$ cat config.mk
export PLATFORM = sky130hd
export DESIGN_NAME = dual_cmp_timer
export DESIGN_NICKNAME = d
export VERILOG_FILES = /design/src/rtl/timer_pkg.sv /design/src/rtl/tmr_prescaler.sv /design/src/rtl/tmr_compare.sv /design/src/rtl/tmr_setup.sv /design/src/rtl/dual_cmp_timer.sv
export SDC_FILE = /design/constraint.sdc
export NUM_CORES = 1
export LEC_CHECK = 0
export BUFFER_PORTS_ARGS = -buffer_cell sky130_fd_sc_hd__buf_2
export CORE_UTILIZATION = 55
export CTS_CLUSTER_SIZE = 16
export DETAILED_ROUTE_END_ITERATION = 12
export PLACE_DENSITY_LB_ADDON = 0.08
export SLEW_MARGIN = 5
export SYNTH_ARGS = -nofsm -noshare
export SYNTH_HDL_FRONTEND = slang
export SYNTH_SLANG_ARGS = --single-unit
export TNS_END_PERCENT = 30
$ cat constraint.sdc
create_clock -name clk_i -period 2.4 [get_ports clk_i]
set_input_delay 0.36 -clock clk_i [delete_from_list [all_inputs] [get_ports clk_i]]
set_output_delay 0.36 -clock clk_i [all_outputs]
set_load 0.01 [all_outputs]
$ cat src/rtl/timer_pkg.sv
package timer_pkg;

    localparam int DATA_W  = 16;
    localparam int ADDR_W  = 2;
    localparam int CFG_W   = 12;
    localparam int SHIFT_W = 4;
    localparam int N_CMP   = 2;

    localparam logic [ADDR_W-1:0] ADDR_CMP1  = 2'd0;
    localparam logic [ADDR_W-1:0] ADDR_CMP2  = 2'd1;
    localparam logic [ADDR_W-1:0] ADDR_COUNT = 2'd2;
    localparam logic [ADDR_W-1:0] ADDR_SETUP = 2'd3;

    localparam int BIT_EN     = 15;
    localparam int BIT_ST_LO  = 13;
    localparam int BIT_LOCKED = 12;
    localparam int BIT_MODE_LO = 6;
    localparam int BIT_SEL    = 4;

    typedef enum logic [1:0] {
        CMP_OFF = 2'b00,
        CMP_EQ  = 2'b01,
        CMP_GE  = 2'b10,
        CMP_EVT = 2'b11
    } cmp_mode_e;

endpackage

$ cat src/rtl/tmr_prescaler.sv
module tmr_prescaler #(
    parameter int SHIFT_W = 4
) (
    input  logic               clk_i,
    input  logic               rst_ni,
    input  logic               slow_i,
    input  logic               fast_i,
    input  logic               sel_fast_i,
    input  logic [SHIFT_W-1:0] shift_i,
    input  logic               run_i,
    input  logic               clr_i,
    output logic               tick_o
);
    localparam int PRE_W = (1 << SHIFT_W) - 1;

    typedef struct packed {
        logic [PRE_W-1:0] pre;
    } pre_state_t;

    pre_state_t st_d, st_q;
    logic       src;
    logic [PRE_W-1:0] mask;

    always_comb begin
        st_d   = st_q;
        tick_o = 1'b0;
        src    = sel_fast_i ? fast_i : slow_i;
        mask   = ~({PRE_W{1'b1}} << shift_i);
        if (clr_i) begin
            st_d.pre = '0;
        end else if (run_i && src) begin
            tick_o   = ((st_q.pre & mask) == mask);
            st_d.pre = st_q.pre + 1'b1;
        end
    end

    always_ff @(posedge clk_i or negedge rst_ni) begin
        if (!rst_ni) begin
            st_q <= '0;
        end else begin
            st_q <= st_d;
        end
    end

endmodule

$ cat src/rtl/tmr_compare.sv
module tmr_compare
    import timer_pkg::*;
#(
    parameter int W = 16
) (
    input  logic      clk_i,
    input  logic      rst_ni,
    input  cmp_mode_e mode_i,
    input  logic [W-1:0] count_i,
    input  logic [W-1:0] cmp_i,
    input  logic      tick_i,
    input  logic      w1c_i,
    output logic      status_o,
    output logic      event_o,
    output logic      restart_o
);
    typedef struct packed {
        logic status;
    } cmp_state_t;

    cmp_state_t st_d, st_q;
    logic       fire;

    always_comb begin
        st_d = st_q;
        fire = tick_i && (count_i >= cmp_i);
        unique case (mode_i)
            CMP_OFF: st_d.status = 1'b0;
            CMP_EQ:  st_d.status = (count_i == cmp_i);
            CMP_GE:  st_d.status = (count_i >= cmp_i);
            CMP_EVT: begin
                if (fire) begin
                    st_d.status = 1'b1;
                end else if (w1c_i) begin
                    st_d.status = 1'b0;
                end
            end
            default: st_d.status = 1'b0;
        endcase
    end

    always_ff @(posedge clk_i or negedge rst_ni) begin
        if (!rst_ni) begin
            st_q <= '0;
        end else begin
            st_q <= st_d;
        end
    end

    assign status_o  = st_q.status;
    assign event_o   = st_q.status && (mode_i == CMP_EVT);
    assign restart_o = fire && (mode_i == CMP_EVT);

endmodule

$ cat src/rtl/tmr_setup.sv
module tmr_setup
    import timer_pkg::*;
(
    input  logic              clk_i,
    input  logic              rst_ni,
    input  logic              we_i,
    input  logic [DATA_W-1:0] wdata_i,
    output logic              en_o,
    output logic [CFG_W-1:0]  cfg_o,
    output logic              locked_o
);
    typedef struct packed {
        logic             en;
        logic             locked;
        logic [CFG_W-1:0] cfg;
    } setup_state_t;

    setup_state_t st_d, st_q;

    always_comb begin
        st_d = st_q;
        if (we_i) begin
            st_d.en = wdata_i[BIT_EN];
            if (!st_q.locked) begin
                st_d.cfg    = wdata_i[CFG_W-1:0];
                st_d.locked = 1'b1;
            end
        end
    end

    always_ff @(posedge clk_i or negedge rst_ni) begin
        if (!rst_ni) begin
            st_q <= '0;
        end else begin
            st_q <= st_d;
        end
    end

    assign en_o     = st_q.en;
    assign cfg_o    = st_q.cfg;
    assign locked_o = st_q.locked;

endmodule

$ cat src/rtl/dual_cmp_timer.sv
module dual_cmp_timer
    import timer_pkg::*;
(
    input  logic              clk_i,
    input  logic              rst_ni,
    input  logic              slow_tick_i,
    input  logic              fast_tick_i,
    input  logic              reg_we_i,
    input  logic [ADDR_W-1:0] reg_addr_i,
    input  logic [DATA_W-1:0] reg_wdata_i,
    output logic [DATA_W-1:0] reg_rdata_o,
    output logic              irq_o
);
    localparam logic [N_CMP-1:0] RESTART_MASK = N_CMP'(1) << (N_CMP - 1);

    typedef struct packed {
        logic [N_CMP-1:0][DATA_W-1:0] cmp;
        logic [DATA_W-1:0]            count;
    } core_state_t;

    core_state_t st_d, st_q;

    logic             en;
    logic             locked;
    logic [CFG_W-1:0] cfg;
    logic             tick;
    logic             cnt_we;
    logic             setup_we;
    logic             restart;
    logic [N_CMP-1:0] status;
    logic [N_CMP-1:0] evt;
    logic [N_CMP-1:0] restart_vec;

    assign cnt_we   = reg_we_i && (reg_addr_i == ADDR_COUNT);
    assign setup_we = reg_we_i && (reg_addr_i == ADDR_SETUP);

    tmr_setup u_setup (
        .clk_i    (clk_i),
        .rst_ni   (rst_ni),
        .we_i     (setup_we),
        .wdata_i  (reg_wdata_i),
        .en_o     (en),
        .cfg_o    (cfg),
        .locked_o (locked)
    );

    tmr_prescaler #(.SHIFT_W(SHIFT_W)) u_pre (
        .clk_i      (clk_i),
        .rst_ni     (rst_ni),
        .slow_i     (slow_tick_i),
        .fast_i     (fast_tick_i),
        .sel_fast_i (cfg[BIT_SEL]),
        .shift_i    (cfg[SHIFT_W-1:0]),
        .run_i      (en),
        .clr_i      (cnt_we),
        .tick_o     (tick)
    );

    for (genvar k = 0; k < N_CMP; k++) begin : g_cmp
        tmr_compare #(.W(DATA_W)) u_cmp (
            .clk_i     (clk_i),
            .rst_ni    (rst_ni),
            .mode_i    (cmp_mode_e'(cfg[BIT_MODE_LO + 2*k +: 2])),
            .count_i   (st_q.count),
            .cmp_i     (st_q.cmp[k]),
            .tick_i    (tick),
            .w1c_i     (setup_we && reg_wdata_i[BIT_ST_LO + k]),
            .status_o  (status[k]),
            .event_o   (evt[k]),
            .restart_o (restart_vec[k])
        );
    end

    assign restart = |(restart_vec & RESTART_MASK);

    always_comb begin
        st_d = st_q;
        if (reg_we_i && (reg_addr_i == ADDR_CMP1)) begin
            st_d.cmp[0] = reg_wdata_i;
        end
        if (reg_we_i && (reg_addr_i == ADDR_CMP2)) begin
            st_d.cmp[1] = reg_wdata_i;
        end
        if (cnt_we) begin
            st_d.count = reg_wdata_i;
        end else if (tick) begin
            st_d.count = restart ? '0 : st_q.count + 1'b1;
        end
    end

    always_ff @(posedge clk_i or negedge rst_ni) begin
        if (!rst_ni) begin
            st_q <= '0;
        end else begin
            st_q <= st_d;
        end
    end

    always_comb begin
        unique case (reg_addr_i)
            ADDR_CMP1:  reg_rdata_o = st_q.cmp[0];
            ADDR_CMP2:  reg_rdata_o = st_q.cmp[1];
            ADDR_COUNT: reg_rdata_o = st_q.count;
            default:    reg_rdata_o = {en, status[1], status[0], locked, cfg};
        endcase
    end

    assign irq_o = |evt;

endmodule

# Word-level counts from Yosys, hierarchy flattened
# Cells that the tools add are included.
# W data, S select, Z words.
[totals]
reg_bits = 79
in_bits = 23
output_inout_bits = 17
elab_cells = 65
[op_classes]
add_sub_neg = 2
magnitude_cmp = 2
n_eq_ne = 14
shift = 1
muxes = 15
bitwise = 3
reduce_logical = 19
[op_table]
columns = ["op", "n"]
rows = [
  ["$mux W16", 3],
  ["$pmux W16 S3", 1],
  ["$eq A16 B16 Y1", 2],
  ["$ge A16 B16 Y1", 2],
  ["$mux W15", 2],
  ["$add A16 B1 Y16 const B", 1],
  ["$add A15 B1 Y15 const B", 1],
  ["$and A15 B15 Y15", 1],
  ["$eq A15 B15 Y1", 1],
  ["$not A15 Y15", 1],
  ["$shl A15 B4 Y15 const A", 1],
  ["$eq A2 B2 Y1 const B", 6],
  ["$logic_and A1 B1 Y1", 12],
  ["$pmux W1 S4", 2],
  ["$mux W1", 7],
  ["$eq A2 B1 Y1 const B", 3],
  ["$logic_not A2 Y1", 3],
  ["$ne A3 B1 Y1 const B", 2],
  ["$reduce_bool A2 Y1", 2],
  ["$reduce_and A2 Y1", 1],
  ["$reduce_or A2 Y1", 1],
  ["$not A1 Y1", 1],
]

# Longest topological paths before layout
[logic_depth]
word_depth = 11
depth_mapped = 9
depth_no_buf = 8

# By module
# A second synthesis with hierarchy kept.
[hier_totals]
hier_cells = 488
hier_area_um2 = 5227.5
[by_module_without_submodules]
columns = ["mod", "n_inst", "cells_per_inst", "area_each_um2", "seq_area_each_um2"]
rows = [
  ["dual_cmp_timer", 1, 229, 2768.9, 1201.2],
  ["tmr_compare", 2, 64, 496.7, 25.0],
  ["tmr_prescaler", 1, 101, 890.9, 375.4],
  ["tmr_setup", 1, 30, 574.3, 350.3],
]

# Least setup slack after synthesis
# No wires, ideal clock.
[synth_path]
kind = "flip-flop to flip-flop"
start = "register st_q[1] (netlist name)"
end = "register st_q[10] (netlist name)"
setup_time_ns = 0.126
t_arrival_ns = 2.146
required_time_ns = 2.274
path_slack_ns = 0.128
stages_incl_launch_ff = 9
path_buffers = 1
synth_period_minus_slack_ns = 2.272
path_cell_list = "dfrtp_1 > ha_1 > nor2b_1 > o211ai_1 > a2111o_1 > a31o_2 > and2_1 > buf_6 > a221o_1"
[synth_via]
elab_chain_cells = 6
word_cells_on_any_way = 7
cone_classes = "add/sub (1); order compare (1); mux (3); reduce/logical (2)"
[synth_lines]
columns = ["element", "line", "text"]
rows = [
  ["start: declaration", "dual_cmp_timer.sv:21", "core_state_t st_d, st_q;"],
  ["start signal: assignment", "dual_cmp_timer.sv:95", "st_q <= st_d;"],
  ["$ge A16 B16 Y1", "tmr_compare.sv:26", "fire = tick_i && (count_i >= cmp_i);"],
  ["$logic_and A1 B1 Y1", "tmr_compare.sv:26", ""],
  ["$logic_and A1 B1 Y1", "tmr_compare.sv:52", "assign restart_o = fire && (mode_i == CMP_EVT);"],
  ["$mux W16 *", "dual_cmp_timer.sv:87", "st_d.count = restart ? '0 : st_q.count + 1'b1;"],
  ["$mux W16 *", "dual_cmp_timer.sv:86", "end else if (tick) begin"],
  ["$mux W16 *", "dual_cmp_timer.sv:84", "if (cnt_we) begin"],
]
# Mark *: on every way between the ends. The rest lies on a longest branch, timed or not. The select of a mux whose other input is x is not followed.
# A chain may end at the register's enable or synchronous reset.

# Final worst setup path
[layout_path]
start = "register st_q[37] (netlist name)"
end = "register st_q[12] (netlist name)"
[layout_via]
elab_chain_cells = 6
[layout_lines]
columns = ["element", "line"]
rows = [
  ["$ge A16 B16 Y1", "tmr_compare.sv:26"],
  ["$logic_and A1 B1 Y1", "tmr_compare.sv:26"],
  ["$logic_and A1 B1 Y1", "tmr_compare.sv:52"],
  ["$mux W16", "dual_cmp_timer.sv:87"],
  ["$mux W16", "dual_cmp_timer.sv:86"],
  ["$mux W16", "dual_cmp_timer.sv:84"],
]
# Every way passes these cells. The select of a mux whose other input is x is not followed.

==> impl_metrics.env <==
export IMPL_crit_type="register to register"
export IMPL_synthArstFlopShare=1.00
export IMPL_synth_area_leaders="dfrtp_1 39%, ha_1 8.4%, mux2_2 6.7%"
export IMPL_routed_wl_mm=12.8
export IMPL_synth_edf_count=0
export IMPL_ant_nets=0
export IMPL_hpwl_mm=9.58
export IMPL_critPathMaxStageDelay_ps=360
export IMPL_ys_warn_count=0
export IMPL_initial_core_util=0.573
export IMPL_period_share=0.959
export IMPL_startpoint_type="register"
export IMPL_path_max_fanout=4
export IMPL_p_leak_uw=0.00255
export IMPL_multi_input_area_um2=2840
export IMPL_min_delay_start="reg_wdata_i[13]"
export IMPL_fin_cells=676
export IMPL_grt_overflow=0
export IMPL_cellPowerDensity_nw_per_um2=785
export IMPL_r2r_cells=9
export IMPL_coreArea_um2=8810
export IMPL_setup_violations=0
export IMPL_clock_root_buffer="clkbuf_8"
export IMPL_netlist_instances=498
export IMPL_cts_setup_buffers=0
export IMPL_ys_seq_area_frac=0.392
export IMPL_wl_per_cell_um=18.9
export IMPL_hold_ws_ps=214
export IMPL_layout_area_seq_um2=1980
export IMPL_io_pins=40
export IMPL_place_ws_ps=-34.9
export IMPL_min_period_ps=2300
export IMPL_crit_reg2reg_launch="st_q[37]"
export IMPL_r2r_end="st_q[12]"
export IMPL_clock_sink_count=79
export IMPL_core_rowCount=34
export IMPL_crit_chain="inv_1, ha_1, a211oi_1, o221ai_1, a211oi_2, a31o_2, buf_4, nand4_1, o221ai_1"
export IMPL_die_h_um=97.8
export IMPL_nets=621
export IMPL_rrSetupSlack_ps=100
export IMPL_clockBufferDepth=2
export IMPL_postSynthAreaPerCell_um2=10.1
export IMPL_drt_iter0_drc=246
export IMPL_yosysUniqueCellTypes=56
export IMPL_finClkSkew_ps=15.0
export IMPL_violations="DRC"
export IMPL_hold_path_cell_count=3
export IMPL_maxCapViolCount=0
export IMPL_fin_util=0.656
export IMPL_die_area_um2=9560
export IMPL_hold_viol_final=0
export IMPL_synthFlopType="dfrtp_1"
export IMPL_port_buffers=39
export IMPL_dr_pass1_iters=9
export IMPL_cts_tree="built"
export IMPL_timing_worst_slew_pin_value_ps=661
export IMPL_fillCellCount=711
export IMPL_power_uw=4540
export IMPL_hold_end="st_q[29]"
export IMPL_area_delta_synth_final_pct=14.6
export IMPL_yosysMostFrequentCell="dfrtp_1"
export IMPL_crit_required_ps=2660
export IMPL_cp_slowest_cell="dfrtp_1"
export IMPL_ys_top_cells_by_count="79 x dfrtp_1, 50 x nand2_1, 41 x inv_1"
export IMPL_maxSlewHeadroom=0.559
export IMPL_maxSlewViolCount=0
export IMPL_grt_pass1_vias=4222
export IMPL_synth_top_area_frac=0.392
export IMPL_antenna_found_initial=0
export IMPL_clk_latency_ps=360
export IMPL_place_congestion=0.876
export IMPL_htree_levels=3
export IMPL_rsz0062_at_grt="yes"
export IMPL_setup_worst_path_start="st_q[37]"
export IMPL_diodes=0
export IMPL_grt_max_degree=42
export IMPL_ys_ff_latch=79
export IMPL_netlist_area_um2=5040
export IMPL_clk_pin_slew_ps=90
export IMPL_track_usage=0.291
export IMPL_die_w_um=97.8
export IMPL_irDropWorstVdd_v=0.000467
export IMPL_route_detailed_drc=10
export IMPL_syn_nets=555
export IMPL_yosys_area_top_type="dfrtp_1"
export IMPL_layout_setup_ws_ps=99.5
export IMPL_placed_cells=660
export IMPL_vias_per_cell=6.08
export IMPL_route_vias_total=4110
export IMPL_drive_gt1_frac=0.276
export IMPL_cp_common_cell="o221ai_1"
export IMPL_hp_class="input port to register"
export IMPL_worst_setup_path_end_kind="register"
export IMPL_status="finished with violations"
export IMPL_grt_pass1_wl_mm=21.6
export IMPL_arrival_ps=2560
export IMPL_cts_buffers=9
export IMPL_fmax_mhz=435
[power breakdown]
| part | total [uW] | leakage (uW) | internal [uW] | switching [uW] |
|---|---|---|---|---|
| sequential | 1790 | 0.000945 | 1570 | 228 |
| combinational | 1730 | 0.00151 | 805 | 926 |
| clock | 1010 | 0.0000944 | 503 | 509 |
[area by class of cell]
type,instances,share of cell area
Tap cell,108,0.0234
Sequential cell,79,0.342
Multi-Input combinational cell,359,0.491
Clock inverter,5,0.0102
Inverter,43,0.0279
Clock buffer,10,0.0238
Timing Repair Buffer,72,0.0819
[through the flow]
step,TNS [ps],cell area (um2)
2_1_floorplan,0,5040
3_3_place_gp,0,5560
3_5_place_dp,-287,5560
4_1_cts,0,5770
5_1_grt,-52.1,5780
6_report,0,5780
[routing by layer]
metal,track usage,share of wire,vias up
li1,-,-,1954
met1,0.401,0.47,1993
met2,0.474,0.47,135
met3,0.0365,0.041,28
met4,0.112,0.020,0
met5,0,0,-
[layout by cell type, fill, tap and decap left out, types with 17 or more instances in the layout]
cell type	count
buf_2	38
dfrtp_1	79
buf_4	31
inv_1	41
ha_1	34
o21ai_0	34
mux2_2	30
nor2_1	24
nand4_1	17
nand2_1	50
[how the worst max path moves through the flow]
stage | to | depth (start not counted)
finish | st_q[12] | 9
global route | st_q[12] | 9
detailed placement | st_q[3] | 8
CTS | st_q[7] | 8
floorplan | st_q[10] | 8
global placement | st_q[11] | 7
[logic make-up after synthesis]
| logic type | after synthesis | synth area share |
|---|---|---|
| buffers and inverters | 60 | 0.0496 |
| DFF | 79 | 0.392 |
| muxes | 46 | 0.139 |
| and+or+nand+nor | 160 | 0.159 |
| adders and majority gates | 36 | 0.0886 |
| xor gates and xnor gates | 12 | 0.0208 |
| AOI/OAI and AO/OA | 105 | 0.151 |
[sequential cells by signal, summed over array words and instances (netlist names)]
register / cells
u_setup.cfg_o: 12
g_cmp.u_cmp.status_o: 2
u_setup.en_o: 1
u_pre.st_q: 15
st_q: 48
u_setup.locked_o: 1
[repair_timing]
action                                  CTS  global route
hold endpoints to repair                 30             0
endpoints found under the setup margin   12            16
gates cloned                              0             0
gates resized for setup                   1             3
hold buffers                              1             0
[critical path: cells and delay by family (launching register included)]
family	cells	cell delay, ps
flip-flops	1	360
AND/OR/NAND/NOR	1	200
AO/OA/AOI/OAI	5	1180
buffers and inverters	2	170
adder cells (fa/ha/maj)	1	290
Note: power is estimated with default switching activity, not from simulation.
